File: src/rtl/rsync_pwm_pkg.sv
package rsync_pwm_pkg;
  typedef enum logic [2:0] {
    REG_PERIOD = 3'd0,
    REG_PHASE  = 3'd1,
    REG_CMPA   = 3'd2,
    REG_CMPB   = 3'd3,
    REG_CTRL   = 3'd4
  } reg_addr_e;

  localparam int CTRL_SYNC_BIT    = 0;
  localparam int CTRL_CAP_BIT     = 1;
  localparam int CTRL_TRIPCLR_BIT = 2;
endpackage

File: src/rtl/rsync_pwm_regs.sv
module rsync_pwm_regs
  import rsync_pwm_pkg::*;
#(
  parameter int CNT_W      = 16,
  parameter int DEF_PERIOD = 1000
) (
  input  logic             clk,
  input  logic             rst_n,
  input  logic             wr_valid,
  input  logic [2:0]       wr_addr,
  input  logic [CNT_W-1:0] wr_data,
  output logic [CNT_W-1:0] prd_sh,
  output logic [CNT_W-1:0] phase,
  output logic [CNT_W-1:0] cmpa_sh,
  output logic [CNT_W-1:0] cmpb_sh,
  output logic             sync_en,
  output logic             cap_en,
  output logic             trip_clr
);
  logic ctrl_hit;

  assign ctrl_hit = wr_valid && (wr_addr == REG_CTRL);
  assign trip_clr = ctrl_hit && wr_data[CTRL_TRIPCLR_BIT];

  always_ff @(posedge clk or negedge rst_n) begin
    if (!rst_n) begin
      prd_sh  <= CNT_W'(DEF_PERIOD);
      phase   <= '0;
      cmpa_sh <= '0;
      cmpb_sh <= '0;
      sync_en <= 1'b0;
      cap_en  <= 1'b0;
    end else if (wr_valid) begin
      case (wr_addr)
        REG_PERIOD: prd_sh  <= wr_data;
        REG_PHASE:  phase   <= wr_data;
        REG_CMPA:   cmpa_sh <= wr_data;
        REG_CMPB:   cmpb_sh <= wr_data;
        REG_CTRL: begin
          sync_en <= wr_data[CTRL_SYNC_BIT];
          cap_en  <= wr_data[CTRL_CAP_BIT];
        end
        default: ;
      endcase
    end
  end
endmodule

File: src/rtl/rsync_pwm_timebase.sv
module rsync_pwm_timebase #(
  parameter int CNT_W       = 16,
  parameter int DEF_PERIOD  = 1000,
  parameter int SYNC_STAGES = 2
) (
  input  logic             clk,
  input  logic             rst_n,
  input  logic             evt_in,
  input  logic             sync_en,
  input  logic [CNT_W-1:0] prd_sh,
  input  logic [CNT_W-1:0] phase,
  output logic [CNT_W-1:0] ctr,
  output logic [CNT_W-1:0] prd_act,
  output logic             evt_pulse,
  output logic             reload,
  output logic             zero
);
  localparam int SR_W = SYNC_STAGES + 1;

  logic [SR_W-1:0] evt_sr;
  logic            wrap;

  always_ff @(posedge clk or negedge rst_n) begin
    if (!rst_n) evt_sr <= '0;
    else        evt_sr <= {evt_sr[SR_W-2:0], evt_in};
  end

  assign evt_pulse = evt_sr[SYNC_STAGES-1] & ~evt_sr[SYNC_STAGES];
  assign reload    = sync_en & evt_pulse;
  assign wrap      = (ctr >= prd_act);
  assign zero      = (ctr == '0);

  always_ff @(posedge clk or negedge rst_n) begin
    if (!rst_n) begin
      ctr     <= '0;
      prd_act <= CNT_W'(DEF_PERIOD);
    end else if (reload) begin
      ctr <= phase;
    end else if (wrap) begin
      ctr     <= '0;
      prd_act <= prd_sh;
    end else begin
      ctr <= ctr + 1'b1;
    end
  end
endmodule

File: src/rtl/rsync_pwm_capture.sv
module rsync_pwm_capture #(
  parameter int CNT_W = 16
) (
  input  logic             clk,
  input  logic             rst_n,
  input  logic             evt_pulse,
  input  logic             cap_en,
  input  logic             zero,
  input  logic [CNT_W-1:0] ctr,
  input  logic             cap_ready,
  output logic             cap_valid,
  output logic [CNT_W-1:0] cap_data
);
  logic             armed;
  logic             pend;
  logic [CNT_W-1:0] shadow;
  logic             take;
  logic             xfer;

  assign take = evt_pulse && cap_en && armed;
  assign xfer = zero && pend;

  always_ff @(posedge clk or negedge rst_n) begin
    if (!rst_n) begin
      armed  <= 1'b0;
      pend   <= 1'b0;
      shadow <= '0;
    end else begin
      if (zero) armed <= 1'b1;
      if (xfer) pend  <= 1'b0;
      if (take) begin
        armed  <= 1'b0;
        pend   <= 1'b1;
        shadow <= ctr;
      end
    end
  end

  always_ff @(posedge clk or negedge rst_n) begin
    if (!rst_n) begin
      cap_valid <= 1'b0;
      cap_data  <= '0;
    end else if (xfer) begin
      cap_valid <= 1'b1;
      cap_data  <= shadow;
    end else if (cap_ready) begin
      cap_valid <= 1'b0;
    end
  end
endmodule

File: src/rtl/rsync_pwm_outctl.sv
module rsync_pwm_outctl #(
  parameter int CNT_W = 16
) (
  input  logic             clk,
  input  logic             rst_n,
  input  logic [CNT_W-1:0] ctr,
  input  logic             zero,
  input  logic [CNT_W-1:0] cmpa_sh,
  input  logic [CNT_W-1:0] cmpb_sh,
  input  logic             reload,
  input  logic             trip_in,
  input  logic             trip_clr,
  output logic [CNT_W-1:0] cmpa_act,
  output logic             pwm_q,
  output logic             trip_lat,
  output logic             pwm_a
);
  logic [CNT_W-1:0] cmpb_act;
  logic             tripped;

  assign tripped = trip_in | trip_lat;
  assign pwm_a   = pwm_q & ~tripped;

  always_ff @(posedge clk or negedge rst_n) begin
    if (!rst_n) begin
      cmpa_act <= '0;
      cmpb_act <= '0;
    end else if (zero) begin
      cmpa_act <= cmpa_sh;
      cmpb_act <= cmpb_sh;
    end
  end

  always_ff @(posedge clk or negedge rst_n) begin
    if (!rst_n)        trip_lat <= 1'b0;
    else if (trip_in)  trip_lat <= 1'b1;
    else if (trip_clr) trip_lat <= 1'b0;
  end

  always_ff @(posedge clk or negedge rst_n) begin
    if (!rst_n)                pwm_q <= 1'b0;
    else if (tripped)          pwm_q <= 1'b0;
    else if (reload)           pwm_q <= pwm_q;
    else if (ctr == cmpb_act)  pwm_q <= 1'b0;
    else if (ctr == cmpa_act)  pwm_q <= 1'b1;
  end
endmodule

File: src/rtl/rsync_pwm.sv
module rsync_pwm #(
  parameter int CNT_W       = 16,
  parameter int DEF_PERIOD  = 1000,
  parameter int SYNC_STAGES = 2
) (
  input  logic             clk,
  input  logic             rst_n,
  input  logic             wr_valid,
  output logic             wr_ready,
  input  logic [2:0]       wr_addr,
  input  logic [CNT_W-1:0] wr_data,
  input  logic             evt_in,
  input  logic             trip_in,
  output logic             pwm_a,
  output logic             zero_stb,
  output logic             cap_valid,
  input  logic             cap_ready,
  output logic [CNT_W-1:0] cap_data
);
  logic [CNT_W-1:0] prd_sh, phase, cmpa_sh, cmpb_sh;
  logic [CNT_W-1:0] ctr, prd_act, cmpa_act;
  logic             sync_en, cap_en, trip_clr;
  logic             evt_pulse, reload, pwm_q, trip_lat;

  assign wr_ready = 1'b1;

  rsync_pwm_regs #(.CNT_W(CNT_W), .DEF_PERIOD(DEF_PERIOD)) regs_i (
    .clk(clk), .rst_n(rst_n), .wr_valid(wr_valid), .wr_addr(wr_addr),
    .wr_data(wr_data), .prd_sh(prd_sh), .phase(phase), .cmpa_sh(cmpa_sh),
    .cmpb_sh(cmpb_sh), .sync_en(sync_en), .cap_en(cap_en), .trip_clr(trip_clr)
  );

  rsync_pwm_timebase #(.CNT_W(CNT_W), .DEF_PERIOD(DEF_PERIOD),
                       .SYNC_STAGES(SYNC_STAGES)) tb_i (
    .clk(clk), .rst_n(rst_n), .evt_in(evt_in), .sync_en(sync_en),
    .prd_sh(prd_sh), .phase(phase), .ctr(ctr), .prd_act(prd_act),
    .evt_pulse(evt_pulse), .reload(reload), .zero(zero_stb)
  );

  rsync_pwm_capture #(.CNT_W(CNT_W)) cap_i (
    .clk(clk), .rst_n(rst_n), .evt_pulse(evt_pulse), .cap_en(cap_en),
    .zero(zero_stb), .ctr(ctr), .cap_ready(cap_ready),
    .cap_valid(cap_valid), .cap_data(cap_data)
  );

  rsync_pwm_outctl #(.CNT_W(CNT_W)) out_i (
    .clk(clk), .rst_n(rst_n), .ctr(ctr), .zero(zero_stb),
    .cmpa_sh(cmpa_sh), .cmpb_sh(cmpb_sh), .reload(reload),
    .trip_in(trip_in), .trip_clr(trip_clr), .cmpa_act(cmpa_act),
    .pwm_q(pwm_q), .trip_lat(trip_lat), .pwm_a(pwm_a)
  );
endmodule

File: config.mk
export PLATFORM = sky130hd
export DESIGN_NAME = rsync_pwm
export DESIGN_NICKNAME = d
export VERILOG_FILES = /design/src/rtl/rsync_pwm_pkg.sv /design/src/rtl/rsync_pwm_regs.sv /design/src/rtl/rsync_pwm_timebase.sv /design/src/rtl/rsync_pwm_capture.sv /design/src/rtl/rsync_pwm_outctl.sv /design/src/rtl/rsync_pwm.sv
export SDC_FILE = /design/constraint.sdc
export NUM_CORES = 1
export LEC_CHECK = 0
export CAP_MARGIN = 30
export CORE_ASPECT_RATIO = 0.6
export CORE_MARGIN = 2
export CORE_UTILIZATION = 67
export CTS_CLUSTER_SIZE = 14
export DETAILED_ROUTE_END_ITERATION = 8
export DONT_BUFFER_PORTS = 1
export PLACE_DENSITY = 0.8
export SYNTH_ARGS = -nofsm -noshare
export SYNTH_HDL_FRONTEND = slang
export SYNTH_SLANG_ARGS = --single-unit
File: constraint.sdc
create_clock -name clk -period 7.3 [get_ports clk]
set_clock_uncertainty 0.2 [all_clocks]
set_input_delay 0.365 -clock clk [delete_from_list [all_inputs] [get_ports clk]]
set_output_delay 0.365 -clock clk [all_outputs]
set_load 0.02 [all_outputs]
==> metrics.md, run 1 <==
| Metric | Value |
|---|---|
| Status | `finished, final reports clean` |
| Residual DRC | `0` |
| Layout cell share with drive strength beyond 1 | `24.2%` |
| Dpl cells | `784` |
| First-pass GRT wire length | `29200 um` |
| DP HPWL | `12200 um` |
| Synth cell types | `46` |
| Placed Area | `7780 um2` |
| Slew @ Worst Pin | `1.03 ns` |
| Crit Path Category | `reg -> reg` |
| Synthesis warning total | `0` |
| IO buf count | `0` |
| Fmax | `315 MHz` |
| CP max-delay cell | `a221oi_4` |
| HP Class | `in -> reg` |
| Design Area, Final | `8650 um2` |
| Die height | `87.5 um` |
| Crit path arrival time | `3.30 ns` |
| Slew HR | `31.3%` |
| Skew-Pair Late Insertion Delay | `0.43 ns` |
| Post-CTS Setup Inserts | `0` |
| Setup violators final | `0` |
| Area occupied by registers | `4270 um2` |
| Bufs and invs on worst path | `0` |
| Detailed Route WL | `18300 um` |
| Synthesized instance count | `663` |
| RSZ-0062 raised after global routing | `no` |
| TritonCTS Buffers | `17` |
| Clock tree sinks | `170` |
| Worst setup SP type | `flip-flop` |
| Initial cell density of the core | `68.9%` |
| 1st-iter DRT viols | `447` |
| Core ar. | `11300 um2` |
| Die ar. | `12500 um2` |
| N_diodes | `0` |
| Synthesis-to-layout area growth | `11.1%` |
| Final ANT Viol Nets | `0` |
| Crit path time final | `3.17 ns` |
| Vias | `5184` |
| CTS root buffer | `clkbuf_16` |
| Post-Syn Area | `7780 um2` |
| DR vias/cell | `6.18` |
| Layout Cells excl Fill | `839` |
| CTS tree | `yes` |
| Register area share after synthesis | `54.8%` |
| Main synth FF type | `dfrtp_1` |
| DR WL/cell | `21.8 um` |
| CTS max path bufs | `2` |
| DRT Pass-1 Iters | `7` |
| Syn nets | `706` |
| Period utilization | `43.5%` |
| Pwr Total | `3.42 mW` |
| Fin nets | `709` |
| Initial antenna violation count | `0` |
| RD Place Congestion | `0.879` |
| EDFF count, synth | `0` |
| Final Hold Vio Count | `0` |
| Hold_ws | `0.0471 ns` |
| CP max stage delay | `0.73 ns` |
| GRT overflow | `0` |
| Clock slew seen by the registers of the worst setup and hold paths | `0.07 ns` |
| Vias in the first global route | `5297` |
| Final max-slew violation count | `0` |
| Io pins | `45` |
| Worst EP required | `7.42 ns` |
| CP cell instances | `ha_1 -> nand2_1 -> o21ai_0 -> a221oi_4 -> o21ai_2 -> o31ai_1` |
| FP Rows | `30` |
| # fillers | `713` |
| Largest net degree at the start of global routing | `171` |
| FFs w/ async S/R, synth | `100%` |
| Register bit total from synthesis | `170` |
| PD cells | `395 nW/um2` |
| Overall Global Routing Usage | `32.1%` |
| Pleak | `4.00 nW` |
| Max rail drop VDD | `0.235 mV` |
| Crit. End Element | `flip-flop` |
| Chip width | `143 um` |
| Max-Cap Viols | `0` |
| Syn Area/Cell | `11.7 um2` |
| Number of H-tree levels | `4` |
| TNS Setup | `0 ns` |
| Top Family by Delay on Critical Path | `compound AO/OA/AOI/OAI gates` |
| Multi-input logic area | `3200 um2` |
| CP Max Fanout | `18` |
[what timing repair did]
action,4_1_cts,5_1_grt
gates resized for setup,0,0
hold buffers,21,0
endpoints found under the hold margin,240,0
[cell type report]
cell class	count	area share, %
Multi-Input combinational cell	428	37.0
Sequential cell	170	49.4
Tap cell	160	2.31
Clock buffer	19	5.24
Clock inverter	13	1.84
Timing Repair Buffer	28	3.37
Inverter	21	0.911
[cell families (layout without fill, tap and decap cells)]
kind of cell               count (synthesis)  after routing  synth area share (%)
and+or+nand+nor                          197            197                  11.6
other                                      1              1                0.0482
xor gates and xnor gates                  46             46                  5.18
adders and majority gates                 18             18                  2.89
AOI/OAI and AO/OA                         71             71                  7.14
buffers and inverters                     65             81                  4.18
DFF                                      170            170                  54.8
muxes                                     95             95                  14.2
[flip-flops by register name, summed over array words and instances, names as in the netlist, 3 cells and up]
register	cells
cap_i.cap_data	16
cap_i.shadow	16
out_i.cmpa_act	16
out_i.cmpb_act	16
regs_i.cmpa_sh	16
regs_i.cmpb_sh	16
regs_i.phase	16
regs_i.prd_sh	16
tb_i.ctr	16
tb_i.prd_act	16
tb_i.evt_sr	3
[final timing paths]
check                                from                 to  slack [ns]  cells after the start
setup / recovery             tb_i.ctr[10]        tb_i.ctr[5]        4.13                      6
hold / removal                 wr_addr[0]  regs_i.prd_sh[15]        0.05                      2
setup reg to reg             tb_i.ctr[10]        tb_i.ctr[5]        4.13                      6
hold reg to reg            tb_i.evt_sr[0]     tb_i.evt_sr[1]        0.16                      0
max in group asynchronous           rst_n    regs_i.phase[1]        5.87                      2
min in group asynchronous           rst_n  regs_i.cmpa_sh[3]        0.37                      2
[synth_stat cells (2+ instances only)]
library cell | instances | area (um2)
a21o_1 | 2 | 15.0
a21oi_1 | 4 | 20.0
and3_1 | 2 | 12.5
and4_1 | 3 | 26.3
buf_2 | 17 | 85.1
buf_4 | 4 | 30.0
buf_6 | 6 | 67.6
clkbuf_1 | 16 | 60.1
dfrtp_1 | 158 | 3950
dfstp_2 | 12 | 315
ha_1 | 18 | 225
inv_1 | 21 | 78.8
mux2_2 | 86 | 968
mux2_4 | 9 | 135
nand2_1 | 147 | 552
nand2b_1 | 2 | 12.5
nand3_1 | 9 | 45.0
nand4_1 | 9 | 56.3
nor2_1 | 5 | 18.8
nor2b_1 | 2 | 12.5
nor3_1 | 5 | 25.0
nor4_1 | 5 | 31.3
nor4_2 | 2 | 25.0
o21a_1 | 4 | 30.0
o21ai_0 | 13 | 65.1
o21ai_1 | 10 | 50.1
o221ai_1 | 16 | 140
o31ai_1 | 7 | 52.6
o31ai_2 | 8 | 100
xnor2_1 | 22 | 193
xor2_1 | 24 | 210
[report_power, final]
group | switching [mW] | internal (mW)
Sequential | 0.304 | 1.24
Clock | 0.394 | 0.533
Combinational | 0.529 | 0.413
[cells in the final DEF (no fill, tap or decap), types with 3 or more instances in the layout]
cell type and n:
dfstp_2 12, inv_1 21, o31ai_2 8, a21oi_1 4, nor4_1 5, dfrtp_1 158, o21ai_1 10, clkbuf_16 17
o21ai_0 13, nand3_1 9, o31ai_1 7, nand4_1 9, mux2_4 9, ha_1 18, nand2_1 147, mux2_2 86
inv_8 3, xnor2_1 22, dlygate4sd3_1 20, xor2_1 24, and4_1 3, nor3_1 5, clkinv_4 4, o21a_1 4
buf_4 5, nor2_1 5, o221ai_1 16
[metrics by stage]
stage          setup slack (ns)  utilization [%]
2_1_floorplan              4.83                -
3_3_place_gp               4.39             68.9
3_5_place_dp               4.24             68.9
4_1_cts                    4.16             76.3
5_1_grt                    3.95             76.5
6_report                   4.13             76.5
[routing by layer]
layer | up-vias | wire, um | global-route usage [%]
met5 | - | 0 | 0
met4 | 0 | 345 | 11.1
met3 | 43 | 1630 | 11.0
met2 | 203 | 7990 | 46.1
met1 | 2659 | 8350 | 46.0
li1 | 2279 | - | -
Note: power is estimated with default switching activity, not from simulation.
==> run 2, diff against run 1 <==
--- a/config.mk
+++ b/config.mk
@@ -5,14 +5,15 @@
 export SDC_FILE = /design/constraint.sdc
 export NUM_CORES = 1
 export LEC_CHECK = 0
+export ABC_AREA = 1
 export CAP_MARGIN = 30
 export CORE_ASPECT_RATIO = 0.6
 export CORE_MARGIN = 2
-export CORE_UTILIZATION = 67
+export CORE_UTILIZATION = 63
 export CTS_CLUSTER_SIZE = 14
 export DETAILED_ROUTE_END_ITERATION = 8
 export DONT_BUFFER_PORTS = 1
-export PLACE_DENSITY = 0.8
+export PLACE_DENSITY = 0.76
 export SYNTH_ARGS = -nofsm -noshare
 export SYNTH_HDL_FRONTEND = slang
 export SYNTH_SLANG_ARGS = --single-unit
==> constraint.sdc (replaced) <==
create_clock -name clk -period 3 [get_ports clk]
set_clock_uncertainty 0.2 [all_clocks]
set_input_delay 0.15 -clock clk [delete_from_list [all_inputs] [get_ports clk]]
set_output_delay 0.15 -clock clk [all_outputs]
set_load 0.02 [all_outputs]
==> metrics.md, run 2 <==
| Metric | Value |
|---|---|
| Status | `finished with violations` |
| RSZ-0062 raised after global routing | `no` |
| Detailed Route WL | `18400 um (+0.41%)` |
| Worst EP required | `2.65 ns (-4.77 ns)` |
| FP Rows | `31 (+3.3%)` |
| DRT Pass-1 Iters | `5 (-2)` |
| Overall Global Routing Usage | `30.3% (-1.7 points)` |
| Top cell type's share of synthesized area | `51.4% (+0.64 points)` |
| DP HPWL | `12500 um (+2.3%)` |
| Top cells by area, synth | `dfrtp_1 (51%), nand2_1 (16%), o21ai_0 (5.5%)` |
| Synthesis-to-layout area growth | `11.0% (about the same)` |
| Crit Path Category | `reg -> out` |
| Skew-Pair Late Insertion Delay | `0.43 ns (about the same)` |
| Fmax | `365 MHz` |
| PD cells | `983 nW/um2 (+150%)` |
| Synth cell count leaders | `nand2_1 (327), dfrtp_1 (158), o21ai_0 (85)` |
| Synth cell types | `31 (-33%)` |
| CTS max path bufs | `2 (unchanged)` |
| GRT overflow | `0 (unchanged)` |
| Count leader, synth | `nand2_1` |
| CP Max Fanout | `33 (+15)` |
| EDFF count, synth | `0 (unchanged)` |
| Grt met2 use | `47.1% (+1.1 points)` |
| N_diodes | `0 (unchanged)` |
| Max-Cap Viols | `0 (unchanged)` |
| Initial antenna violation count | `0 (unchanged)` |
| Crit. End Element | `primary output` |
| Busiest layer in global routing | `met2` |
| First-pass GRT wire length | `30300 um (+3.7%)` |
| TNS Setup | `0 ns (unchanged)` |
| TritonCTS Buffers | `17 (unchanged)` |
| Fin nets | `936 (+32%)` |
| Synthesis warning total | `0 (unchanged)` |
| Register area share after synthesis | `55.5% (+0.69 points)` |
| Final ANT Viol Nets | `0 (unchanged)` |
| Pleak | `4.36 nW (+9.1%)` |
| Io pins | `45 (unchanged)` |
| Hold buffer count at CTS | `20 (-4.8%)` |
| CTS root buffer | `clkbuf_16` |
| FFs w/ async S/R, synth | `100% (unchanged)` |
| Layout cell share with drive strength beyond 1 | `7.17% (-17 points)` |
| Final max-slew violation count | `0 (unchanged)` |
| Clock slew seen by the registers of the worst setup and hold paths | `0.07 ns (about the same)` |
| RD Place Congestion | `0.954 (+8.5%)` |
| Die ar. | `13100 um2 (+4.8%)` |
| Hold_ws | `-0.788 ns (-0.835 ns)` |
| Crit path arrival time | `2.39 ns (-0.91 ns)` |
| Commonest non-fill, non-tap cell in the layout | `nand2_1` |
| Max rail drop VDD | `0.462 mV (+97%)` |
| Syn nets | `932 (+32%)` |
| Initial cell density of the core | `64.2% (-4.8 points)` |
| M1 GR Usage | `42.1% (-3.9 points)` |
| IO buf count | `0 (unchanged)` |
| Slew @ Worst Pin | `0.974 ns (-0.0562 ns)` |
| Syn Area/Cell | `8.65 um2 (-26%)` |
| DR vias/cell | `5.63 (-8.8%)` |
| DR WL/cell | `17.2 um (-21%)` |
| HP Class | `in -> async` |
| Period utilization | `91.4%` |
| Worst setup SP type | `flip-flop` |
| Crit path time final | `2.74 ns` |
| Residual DRC | `0 (unchanged)` |
| Cell taking the most area after synthesis | `dfrtp_1` |
| 1st-iter DRT viols | `486 (+8.7%)` |
| Die height | `89.6 um (+2.4%)` |
| Synthesized instance count | `889 (+34%)` |
| Commonest cells after routing, fill and taps aside | `nand2_1 (327), dfrtp_1 (158), o21ai_0 (85)` |
| M3 GR Usage | `7.83% (-3.2 points)` |
| R2R Path Start | `tb_i.ctr[7]` |
| CTS tree | `yes` |
| Slew HR | `34.9% (+3.6 points)` |
| Vias | `6035 (+16%)` |
| Largest net degree at the start of global routing | `171 (unchanged)` |
| Final Hold Vio Count | `170 (+170)` |
| Core ar. | `12000 um2 (+6.1%)` |
| Main synth FF type | `dfrtp_1` |
| Vias in the first global route | `5889 (+11%)` |
| Number of H-tree levels | `4 (unchanged)` |
| Register bit total from synthesis | `170 (unchanged)` |
| Clock tree sinks | `170 (unchanged)` |
| Setup violators final | `0 (unchanged)` |
| Violated checks | `hold timing` |
| CP startpoint | `tb_i.ctr[0]` |
| Post-cts resize count | `0 (unchanged)` |
| Post-CTS Setup Inserts | `0 (unchanged)` |
| Post-Syn Area | `7690 um2 (-1.2%)` |
| Chip width | `147 um (+2.4%)` |
| # fillers | `919 (+29%)` |
## run 2: changes by cell type after synthesis, moves of 15 or more
| cell | delta |
|---|---|
| mux2_2 | -85 |
| nand3_1 | +22 |
| inv_1 | +43 |
| clkbuf_1 | +15 |
| nand2_1 | +180 |
| nand4_1 | +33 |
| o21ai_0 | +72 |
| o221ai_1 | -16 |
| nor2_1 | +36 |
## run 2: final timing paths
path	end	slack [ns]	depth (start not counted)
max in group asynchronous	regs_i.prd_sh[5]	2.97	0
worst min register to register	tb_i.evt_sr[1]	0.16	0
worst max-delay path	zero_stb	0.26	6
worst max register to register	tb_i.prd_act[4]	0.45	9
worst min-delay path	regs_i.cmpa_sh[8]	-0.79	0
min in group clk	regs_i.phase[11]	0.03	4
## run 2: cell families after synthesis
group	Yosys count	synth area share, %
AND/OR/NAND/NOR	452	24.6
flip-flops	170	55.5
buffers and inverters	114	6.12
AO/OA/AOI/OAI	96	6.40
XOR/XNOR	37	4.21
adder cells (fa/ha/maj)	18	2.93
other	1	0.0488
multiplexers	1	0.146
## run 2: worst max-delay path, stage by stage (launching register included)
cell	delay [ns]
dfrtp_1	0.44
inv_1	0.17
ha_1	0.17
nand4_1	0.14
nor4_4	0.20
nand2_2	0.30
clkinv_2	0.52
## run 2: final cells by class
type | count | area, um2 | share of cell area, %
sequential | 170 | 4270 | 50.0
multi-input combinational | 605 | 2950 | 34.5
clock buffer | 17 | 425 | 4.98
timing repair buffer | 31 | 283 | 3.31
inverter | 68 | 256 | 3.00
tap | 165 | 206 | 2.42
clock inverter | 15 | 148 | 1.73
## run 2: routing by layer
| metal | share of wire, % | up-vias | wire length [um] |
|---|---|---|---|
| met2 | 44 | 229 | 8070 |
| li1 | - | 2839 | - |
| met5 | 0 | - | 0 |
| met1 | 45 | 2926 | 8360 |
| met3 | 7.8 | 41 | 1430 |
| met4 | 2.8 | 0 | 517 |
## run 2: per-stage QoR
stage	total power [mW]	area, um2	util (%)	cells	setup WS, ns
global placement	6.09	7760	64.8	1019	0.613
global route	8.94	8540	71.2	1071	0.128
CTS	8.38	8540	71.2	1071	0.277
finish	8.40	8540	71.2	1071	0.257
detailed placement	6.22	7760	64.8	1019	0.500
floorplan	5.48	7690	-	889	0.800
## run 2: where the power goes
part | leakage (nW) | switching [mW] | internal, mW
logic | 1.91 | 1.65 | 0.926
clock network | 0.279 | 0.909 | 1.22
registers | 2.17 | 0.703 | 2.99
total | 4.36 | 3.26 | 5.14
